File: config.mk
export PLATFORM = sky130hd
export DESIGN_NAME = hall_commutator
export DESIGN_NICKNAME = d
export VERILOG_FILES = /design/src/rtl/hall_pkg.sv /design/src/rtl/hall_sync.sv /design/src/rtl/hall_ctrl.sv /design/src/rtl/hall_datapath.sv /design/src/rtl/hall_commutator.sv
export SDC_FILE = /design/constraint.sdc
export NUM_CORES = 1
export LEC_CHECK = 0
export BUFFER_PORTS_ARGS = -buffer_cell sky130_fd_sc_hd__buf_2
export CAP_MARGIN = 40
export CORE_MARGIN = 3
export CORE_UTILIZATION = 55
export DETAILED_ROUTE_END_ITERATION = 6
export PLACE_DENSITY = 0.85
export SYNTH_ARGS = -nofsm -noshare
export SYNTH_HDL_FRONTEND = slang
export SYNTH_SLANG_ARGS = --single-unit
File: constraint.sdc
create_clock -name clk -period 2.7 [get_ports clk]
set_input_delay 0.135 -clock clk [delete_from_list [all_inputs] [get_ports clk]]
set_output_delay 0.135 -clock clk [all_outputs]
set_load 0.05 [all_outputs]
File: src/rtl/hall_pkg.sv
package hall_pkg;

  localparam int PHASES = 3;

  typedef enum logic [1:0] {
    DRV_OFF   = 2'd0,
    DRV_BRAKE = 2'd1,
    DRV_RUN   = 2'd2
  } drive_e;

  // strobes from control to datapath
  typedef struct packed {
    drive_e             mode;
    logic               chopTop;
    logic               chopBot;
    logic [PHASES-1:0]  step;
  } cmd_t;

  // normalized (120-degree, forward) code to {top, bottom} gate vectors
  function automatic logic [2*PHASES-1:0] stepGates(input logic [PHASES-1:0] code);
    logic [2*PHASES-1:0] g;
    case (code)
      3'b100:  g = {3'b100, 3'b010};
      3'b110:  g = {3'b100, 3'b001};
      3'b010:  g = {3'b010, 3'b001};
      3'b011:  g = {3'b010, 3'b100};
      3'b001:  g = {3'b001, 3'b100};
      3'b101:  g = {3'b001, 3'b010};
      default: g = '0;
    endcase
    return g;
  endfunction

endpackage

File: src/rtl/hall_sync.sv
module hall_sync #(
  parameter int WIDTH  = 3,
  parameter int STAGES = 2
) (
  input  logic             clk,
  input  logic             rstN,
  input  logic [WIDTH-1:0] din,
  output logic [WIDTH-1:0] dout
);

  logic [WIDTH-1:0] stage [STAGES];

  always_ff @(posedge clk or negedge rstN) begin
    if (!rstN) begin
      for (int i = 0; i < STAGES; i++) stage[i] <= '0;
    end else begin
      stage[0] <= din;
      for (int i = 1; i < STAGES; i++) stage[i] <= stage[i-1];
    end
  end

  assign dout = stage[STAGES-1];

endmodule

File: src/rtl/hall_ctrl.sv
module hall_ctrl
  import hall_pkg::*;
#(
  parameter int SYNC_STAGES = 2,
  parameter int TACH_CYCLES = 32
) (
  input  logic              clk,
  input  logic              rstN,
  input  logic [PHASES-1:0] hallIn,
  input  logic              spacing60,
  input  logic              forward,
  input  logic              enable,
  input  logic              quadSel,
  input  logic              pwmIn,
  input  logic              brake,
  input  logic              overCurrent,
  input  logic              underVolt,
  output cmd_t              cmd,
  output logic              faultN,
  output logic              tachOut
);

  localparam int TACH_W = $clog2(TACH_CYCLES + 1);
  localparam logic [TACH_W-1:0] TACH_LOAD = TACH_W'(TACH_CYCLES);
  localparam logic [PHASES-1:0] SPACING_FOLD = 3'b010;

  logic [PHASES-1:0] hallSync;
  logic [PHASES-1:0] hallPrev;
  logic [PHASES-1:0] normCode;
  logic [PHASES-1:0] stepCode;
  logic              codeOk;
  logic              hallEdge;
  logic [TACH_W-1:0] tachCnt;

  hall_sync #(.WIDTH(PHASES), .STAGES(SYNC_STAGES)) u_sync (
    .clk  (clk),
    .rstN (rstN),
    .din  (hallIn),
    .dout (hallSync)
  );

  // fold 60-degree codes onto the 120-degree table; invalid codes become 000/111
  always_comb begin
    normCode = spacing60 ? (hallSync ^ SPACING_FOLD) : hallSync;
    codeOk   = (normCode != '0) && (normCode != '1);
    stepCode = normCode ^ {PHASES{~forward}};
  end

  always_comb begin
    cmd.step    = stepCode;
    cmd.chopBot = ~pwmIn;
    cmd.chopTop = ~pwmIn & ~quadSel;
    if (underVolt)                              cmd.mode = DRV_OFF;
    else if (brake)                             cmd.mode = DRV_BRAKE;
    else if (!enable || !codeOk || overCurrent) cmd.mode = DRV_OFF;
    else                                        cmd.mode = DRV_RUN;
  end

  always_ff @(posedge clk or negedge rstN) begin
    if (!rstN) faultN <= 1'b1;
    else       faultN <= ~(underVolt | ~enable | ~codeOk);
  end

  // tach pulse stretcher
  assign hallEdge = (hallSync != hallPrev);

  always_ff @(posedge clk or negedge rstN) begin
    if (!rstN) begin
      hallPrev <= '0;
      tachCnt  <= '0;
    end else begin
      hallPrev <= hallSync;
      if (hallEdge)          tachCnt <= TACH_LOAD;
      else if (tachCnt != 0) tachCnt <= tachCnt - 1'b1;
    end
  end

  assign tachOut = (tachCnt != 0);

  assert_tach_on_edge_R10: assert property (@(posedge clk) disable iff (!rstN)
    hallEdge |=> tachOut);

  assert_tach_fall_quiet_R10: assert property (@(posedge clk) disable iff (!rstN)
    $fell(tachOut) |-> !$past(hallEdge));

endmodule

File: src/rtl/hall_datapath.sv
module hall_datapath
  import hall_pkg::*;
(
  input  logic              clk,
  input  logic              rstN,
  input  cmd_t              cmd,
  output logic [PHASES-1:0] gateTop,
  output logic [PHASES-1:0] gateBot
);

  logic [PHASES-1:0] runTop;
  logic [PHASES-1:0] runBot;

  always_comb begin
    {runTop, runBot} = stepGates(cmd.step);
    runTop = runTop & {PHASES{~cmd.chopTop}};
    runBot = runBot & {PHASES{~cmd.chopBot}};
  end

  always_ff @(posedge clk or negedge rstN) begin
    if (!rstN) begin
      gateTop <= '0;
      gateBot <= '0;
    end else begin
      case (cmd.mode)
        DRV_RUN: begin
          gateTop <= runTop;
          gateBot <= runBot;
        end
        DRV_BRAKE: begin
          gateTop <= '0;
          gateBot <= '1;
        end
        default: begin
          gateTop <= '0;
          gateBot <= '0;
        end
      endcase
    end
  end

  assert_no_shoot_through_R12: assert property (@(posedge clk) disable iff (!rstN)
    (gateTop & gateBot) == '0);

  assert_single_top_R12: assert property (@(posedge clk) disable iff (!rstN)
    $onehot0(gateTop));

endmodule

File: src/rtl/hall_commutator.sv
module hall_commutator
  import hall_pkg::*;
#(
  parameter int SYNC_STAGES = 2,
  parameter int TACH_CYCLES = 32
) (
  input  logic       clk,
  input  logic       rstN,
  input  logic [2:0] hallIn,
  input  logic       spacing60,
  input  logic       forward,
  input  logic       enable,
  input  logic       quadSel,
  input  logic       pwmIn,
  input  logic       brake,
  input  logic       overCurrent,
  input  logic       underVolt,
  output logic [2:0] gateTop,
  output logic [2:0] gateBot,
  output logic       faultN,
  output logic       tachOut
);

  cmd_t cmd;

  hall_ctrl #(.SYNC_STAGES(SYNC_STAGES), .TACH_CYCLES(TACH_CYCLES)) u_ctrl (
    .clk         (clk),
    .rstN        (rstN),
    .hallIn      (hallIn),
    .spacing60   (spacing60),
    .forward     (forward),
    .enable      (enable),
    .quadSel     (quadSel),
    .pwmIn       (pwmIn),
    .brake       (brake),
    .overCurrent (overCurrent),
    .underVolt   (underVolt),
    .cmd         (cmd),
    .faultN      (faultN),
    .tachOut     (tachOut)
  );

  hall_datapath u_dp (
    .clk     (clk),
    .rstN    (rstN),
    .cmd     (cmd),
    .gateTop (gateTop),
    .gateBot (gateBot)
  );

  assert_fault_no_top_R4: assert property (@(posedge clk) disable iff (!rstN)
    !faultN |-> (gateTop == '0));

  assert_uv_off_R11: assert property (@(posedge clk) disable iff (!rstN)
    $past(underVolt) |-> (gateTop == '0 && gateBot == '0));

  assert_brake_tops_off_R7: assert property (@(posedge clk) disable iff (!rstN)
    $past(brake && !underVolt) |-> (gateTop == '0 && gateBot == '1));

endmodule

==> results by stage <==
Final layout:
- The net count of the finished layout is about 120.
- The area growth from synthesis to layout is 21.6%.
- The most common cell after layout, fill and taps aside is sky130_fd_sc_hd__dfrtp_1.
- In the layout the commonest cells are sky130_fd_sc_hd__dfrtp_1, sky130_fd_sc_hd__buf_2, sky130_fd_sc_hd__o21ai_0, sky130_fd_sc_hd__dlygate4sd3_1.
- The share of post-route cells with drive strength above 1 is 0.287.
- The number of antenna diodes in the final layout is 0.

Yosys:
- The cell area after synthesis is 975 µm².
- The synthesized netlist contains 33 unique library cells.
- In the synthesized netlist the dominant register cell turns out to be sky130_fd_sc_hd__dfrtp_1.
- The proportion of synthesized area in mux cells is 0.0526.
- The adder and majority gate portion of the synthesized area is 0.0128.
- Counting flops with an async set or reset pin after synthesis yields a share of 1.00.
- The register bit count reported by yosys is 22.
- The sequential element share of the synthesized area is 0.566.
- Of the total synthesized cell area, the portion taken by AND, OR, NAND and NOR gates is 0.203.
- After technology mapping, the gate count stands at 83.
- The warning count from the yosys run is 0.
- The xor/xnor share of the synthesized area is 0.0449.
- The number of nets in the synthesized netlist is 97.
- The synthesized-area fraction occupied by ao, oa, aoi and oai cells was 0.0899.
- In this run the mean area of a mapped cell was 11.7 µm².
- The largest total area in the synthesized netlist belongs to sky130_fd_sc_hd__dfrtp_1.
- The top-area cell type share of the netlist area is 0.539.
- The number of enable flip-flop cells after synthesis is 0.
- After synthesis, the cell types taking the most area are sky130_fd_sc_hd__dfrtp_1, sky130_fd_sc_hd__mux2i_1, sky130_fd_sc_hd__xnor2_1, sky130_fd_sc_hd__dfstp_2, sky130_fd_sc_hd__nor2b_1.
- The dominant combinational cell family by area after synthesis is simple AND/OR/NAND/NOR gates.

Power:
- The power after layout is ~730 µW.
- The analysis attributes to cell leakage a power of 0.000541 µW.
- The power per standard cell area is 618 nW/µm².
- The worst IR drop on VDD is 0.474 mV.

Setup path:
- The end point of the critical path is tachOut.
- The largest stage delay on the critical path is 0.45 ns.
- The worst setup path is captured at a primary output.
- The worst register-to-register path ends at u_ctrl.tachCnt[1].
- The cell family with the largest share of critical-path delay is simple AND/OR/NAND/NOR gates.
- In this run the worst setup path begins at u_ctrl.tachCnt[0].
- The critical path goes through inv_1, ha_1, or3b_4, or3_4, buf_2.
- For the worst setup path, the data arrival time is 2.04 ns.
- The startpoint identified for the worst register-to-register timing path is u_ctrl.tachCnt[0].
- In this run the number of cells on the critical path is 5.
- The path depth of the worst reg2reg path is 5.
- The worst register-to-register path has a setup slack of 0.84 ns.
- The number of buffer and inverter instances along the worst setup path is 2.
- The startpoint kind of the worst setup timing path is a flop.
- The cell with the largest stage delay on the worst path is sky130_fd_sc_hd__dfrtp_1.
- The maximum fanout along the worst path is 6.
- The data required time at the worst endpoint is 2.57 ns.
- The critical path class is flop to primary output.

CTS:
- The clock tree from TritonCTS is built.
- The total number of clock tree sinks is 22.
- The insertion delay to the later sink of the worst-skew pair is 0.30 ns.
- The clock buffer count from CTS is 3.
- The largest buffer count on any clock path is 2.
- CTS built an H-tree with a depth of 1.
- Gates resized during post-CTS repair numbered 0.
- The number of setup buffers added after CTS is 0.
- The clock transition time at the flip-flop clock pins of the worst setup and hold paths is 0.11 ns.
- For this design, the CTS-stage hold fixing added 5 buffers.
- The tree is rooted in a sky130_fd_sc_hd__clkbuf_4.

GRT:
- The first global-routing pass estimated 2.65 mm of wire.
- Entering global routing, the biggest net connects 23 pins.
- The leftover overflow at the end of global routing is 0.
- The number of antenna violations at the first check in global routing is 0.
- The total track usage is 0.168.
- The number of global-route vias before repair is 629.

Placement:
- The number of buffers inserted by port buffering is 20.
- Once detailed placement completed, the half-perimeter wirelength came to around 1.2 mm.
- At the end of routability-driven placement, the weighted congestion stood at 0.750.

Route:
- For this block, the routed nets add up to 1.68 mm of wire.
- After detailed routing, the number of remaining DRC violations is 0.
- After detailed routing, the average wire length per cell comes to 12.7 µm.
- The average via count per standard cell is 5.14.
- The number of optimization iterations in the first detailed-route pass is 4.
- The remaining antenna violation count after routing is 0.
- The number of DRC violations after detailed-routing iteration 0 is 2.
- Across all layers, the routed design uses between 600 and 700 vias.

Timing:
- The highest clock frequency the design can meet is 0.459 GHz.
- The worst path needs 2.18 ns of the cycle, external delays included.
- The max-slew violation count came to 0.
- Setup repair after global routing left no endpoint under its margin.
- The period utilization is 0.807.
- The final count of negative-setup-slack endpoints is 0.
- Setup total negative slack on the finished layout was measured at 0 ns.
- Across the routed clock network, the largest skew measured is about 0.0021 ns.
- The count of endpoints failing hold in the final timing report is 0.
- In this run the tightest slew margin relative to its limit is 0.698.
- The pin slew with the least headroom to its limit is between 0.4 and 0.5 ns.

Floorplan:
- The height of the chip is around 48 µm.
- The floorplan step defined a die boundary enclosing between 2000 and 2500 µm².
- The width of the die is between 40 and 50 µm.
- The initial utilization of the core area, before any placement, comes to 0.611.
- The floorplan step defined a core boundary enclosing about 1600 µm².
- The cell row count is 14.
- The count of boundary I/O pins is 21.

Job:
- The number of max-cap violations is 0.

Run status:
- The run finished with clean final reports.

Hold path:
- The number of cells on the worst hold path is 2.
- In this run the worst hold path is classified as input pin to flop.
report_power, final:
group / total (µW) / internal [µW] / leakage (µW) / switching (µW)
Combinational: 120 / 55.9 / 0.000241 / 64.0
Clock: 244 / 150 / 0.0000279 / 93.9
Sequential: 368 / 348 / 0.000273 / 20.2
Total: 732 / 554 / 0.000541 / 178
logic make-up after synthesis:
kind of cell	after synthesis
mux	5
buf+inv	6
fa+ha+maj	1
xor+xnor	5
compound gates	14
simple gates	30
flops	22
area by class of cell:
class / count / area (µm²)
Sequential cell: 22 / 552
Fill cell: 122 / 409
Multi-Input combinational cell: 55 / 393
Timing Repair Buffer: 25 / 150
Clock inverter: 1 / 30.0
Tap cell: 24 / 30.0
Clock buffer: 3 / 22.5
Inverter: 2 / 7.51
layer usage:
metal / global-route usage / vias to the layer above / part of all wire
met5: 0 / - / 0
met4: 0.0430 / 0 / 0.0030
met3: 0.0664 / 2 / 0.044
met2: 0.259 / 14 / 0.48
met1: 0.224 / 316 / 0.47
li1: - / 346 / -
Yosys cell counts, types with 2 or more instances:
library cell	count
sky130_fd_sc_hd__dfrtp_1	21
sky130_fd_sc_hd__o21ai_0	5
sky130_fd_sc_hd__nor3_1	2
sky130_fd_sc_hd__nor4b_1	2
sky130_fd_sc_hd__nand2b_1	2
sky130_fd_sc_hd__mux2i_1	4
sky130_fd_sc_hd__a21oi_1	4
sky130_fd_sc_hd__clkbuf_1	3
sky130_fd_sc_hd__inv_1	2
sky130_fd_sc_hd__nor4_1	2
sky130_fd_sc_hd__nand3_1	2
sky130_fd_sc_hd__o31ai_1	2
sky130_fd_sc_hd__xnor2_1	4
sky130_fd_sc_hd__nor2_1	4
sky130_fd_sc_hd__nor2b_1	4
sky130_fd_sc_hd__nand3b_1	3
registers in the layout (all words and copies together), names as in the netlist:
name                 cells
u_dp.gateTop             3
u_ctrl.u_sync.dout       3
u_ctrl.hallPrev          3
u_ctrl.tachCnt           6
u_dp.gateBot             3
u_ctrl.faultN            1
u_ctrl.u_sync.stage      3
worst register-to-register path: cells and delay by family, from the launching register on:
kind	cells	cell delay (ns)
AO/OA/AOI/OAI	1	0.25
adder cells (fa/ha/maj)	1	0.23
buffers and inverters	1	0.08
flip-flops	1	0.45
AND/OR/NAND/NOR	2	0.78
through the flow:
stage | hold slack [ns] | instance area [µm²] | setup slack, ns | util | cells
2_1_floorplan | -0.161 | 975 | 0.875 | - | 83
3_3_place_gp | 0.111 | 1080 | 0.914 | 0.679 | 123
3_5_place_dp | 0.112 | 1080 | 0.872 | 0.679 | 123
4_1_cts | 0.0498 | 1180 | 0.521 | 0.743 | 132
5_1_grt | 0.0363 | 1180 | 0.429 | 0.743 | 132
6_report | 0.0540 | 1180 | 0.521 | 0.743 | 132
worst min-delay path by stage:
stage,start,to,slack (ns)
finish,enable,u_ctrl.faultN,0.05
global route,enable,u_ctrl.faultN,0.04
CTS,enable,u_ctrl.faultN,0.05
detailed placement,rstN,u_ctrl.tachCnt[5],0.11
global placement,rstN,u_ctrl.tachCnt[4],0.11
floorplan,rstN,u_ctrl.hallPrev[0],-0.16
No activity file was read; power rests on OpenSTA's default activity.
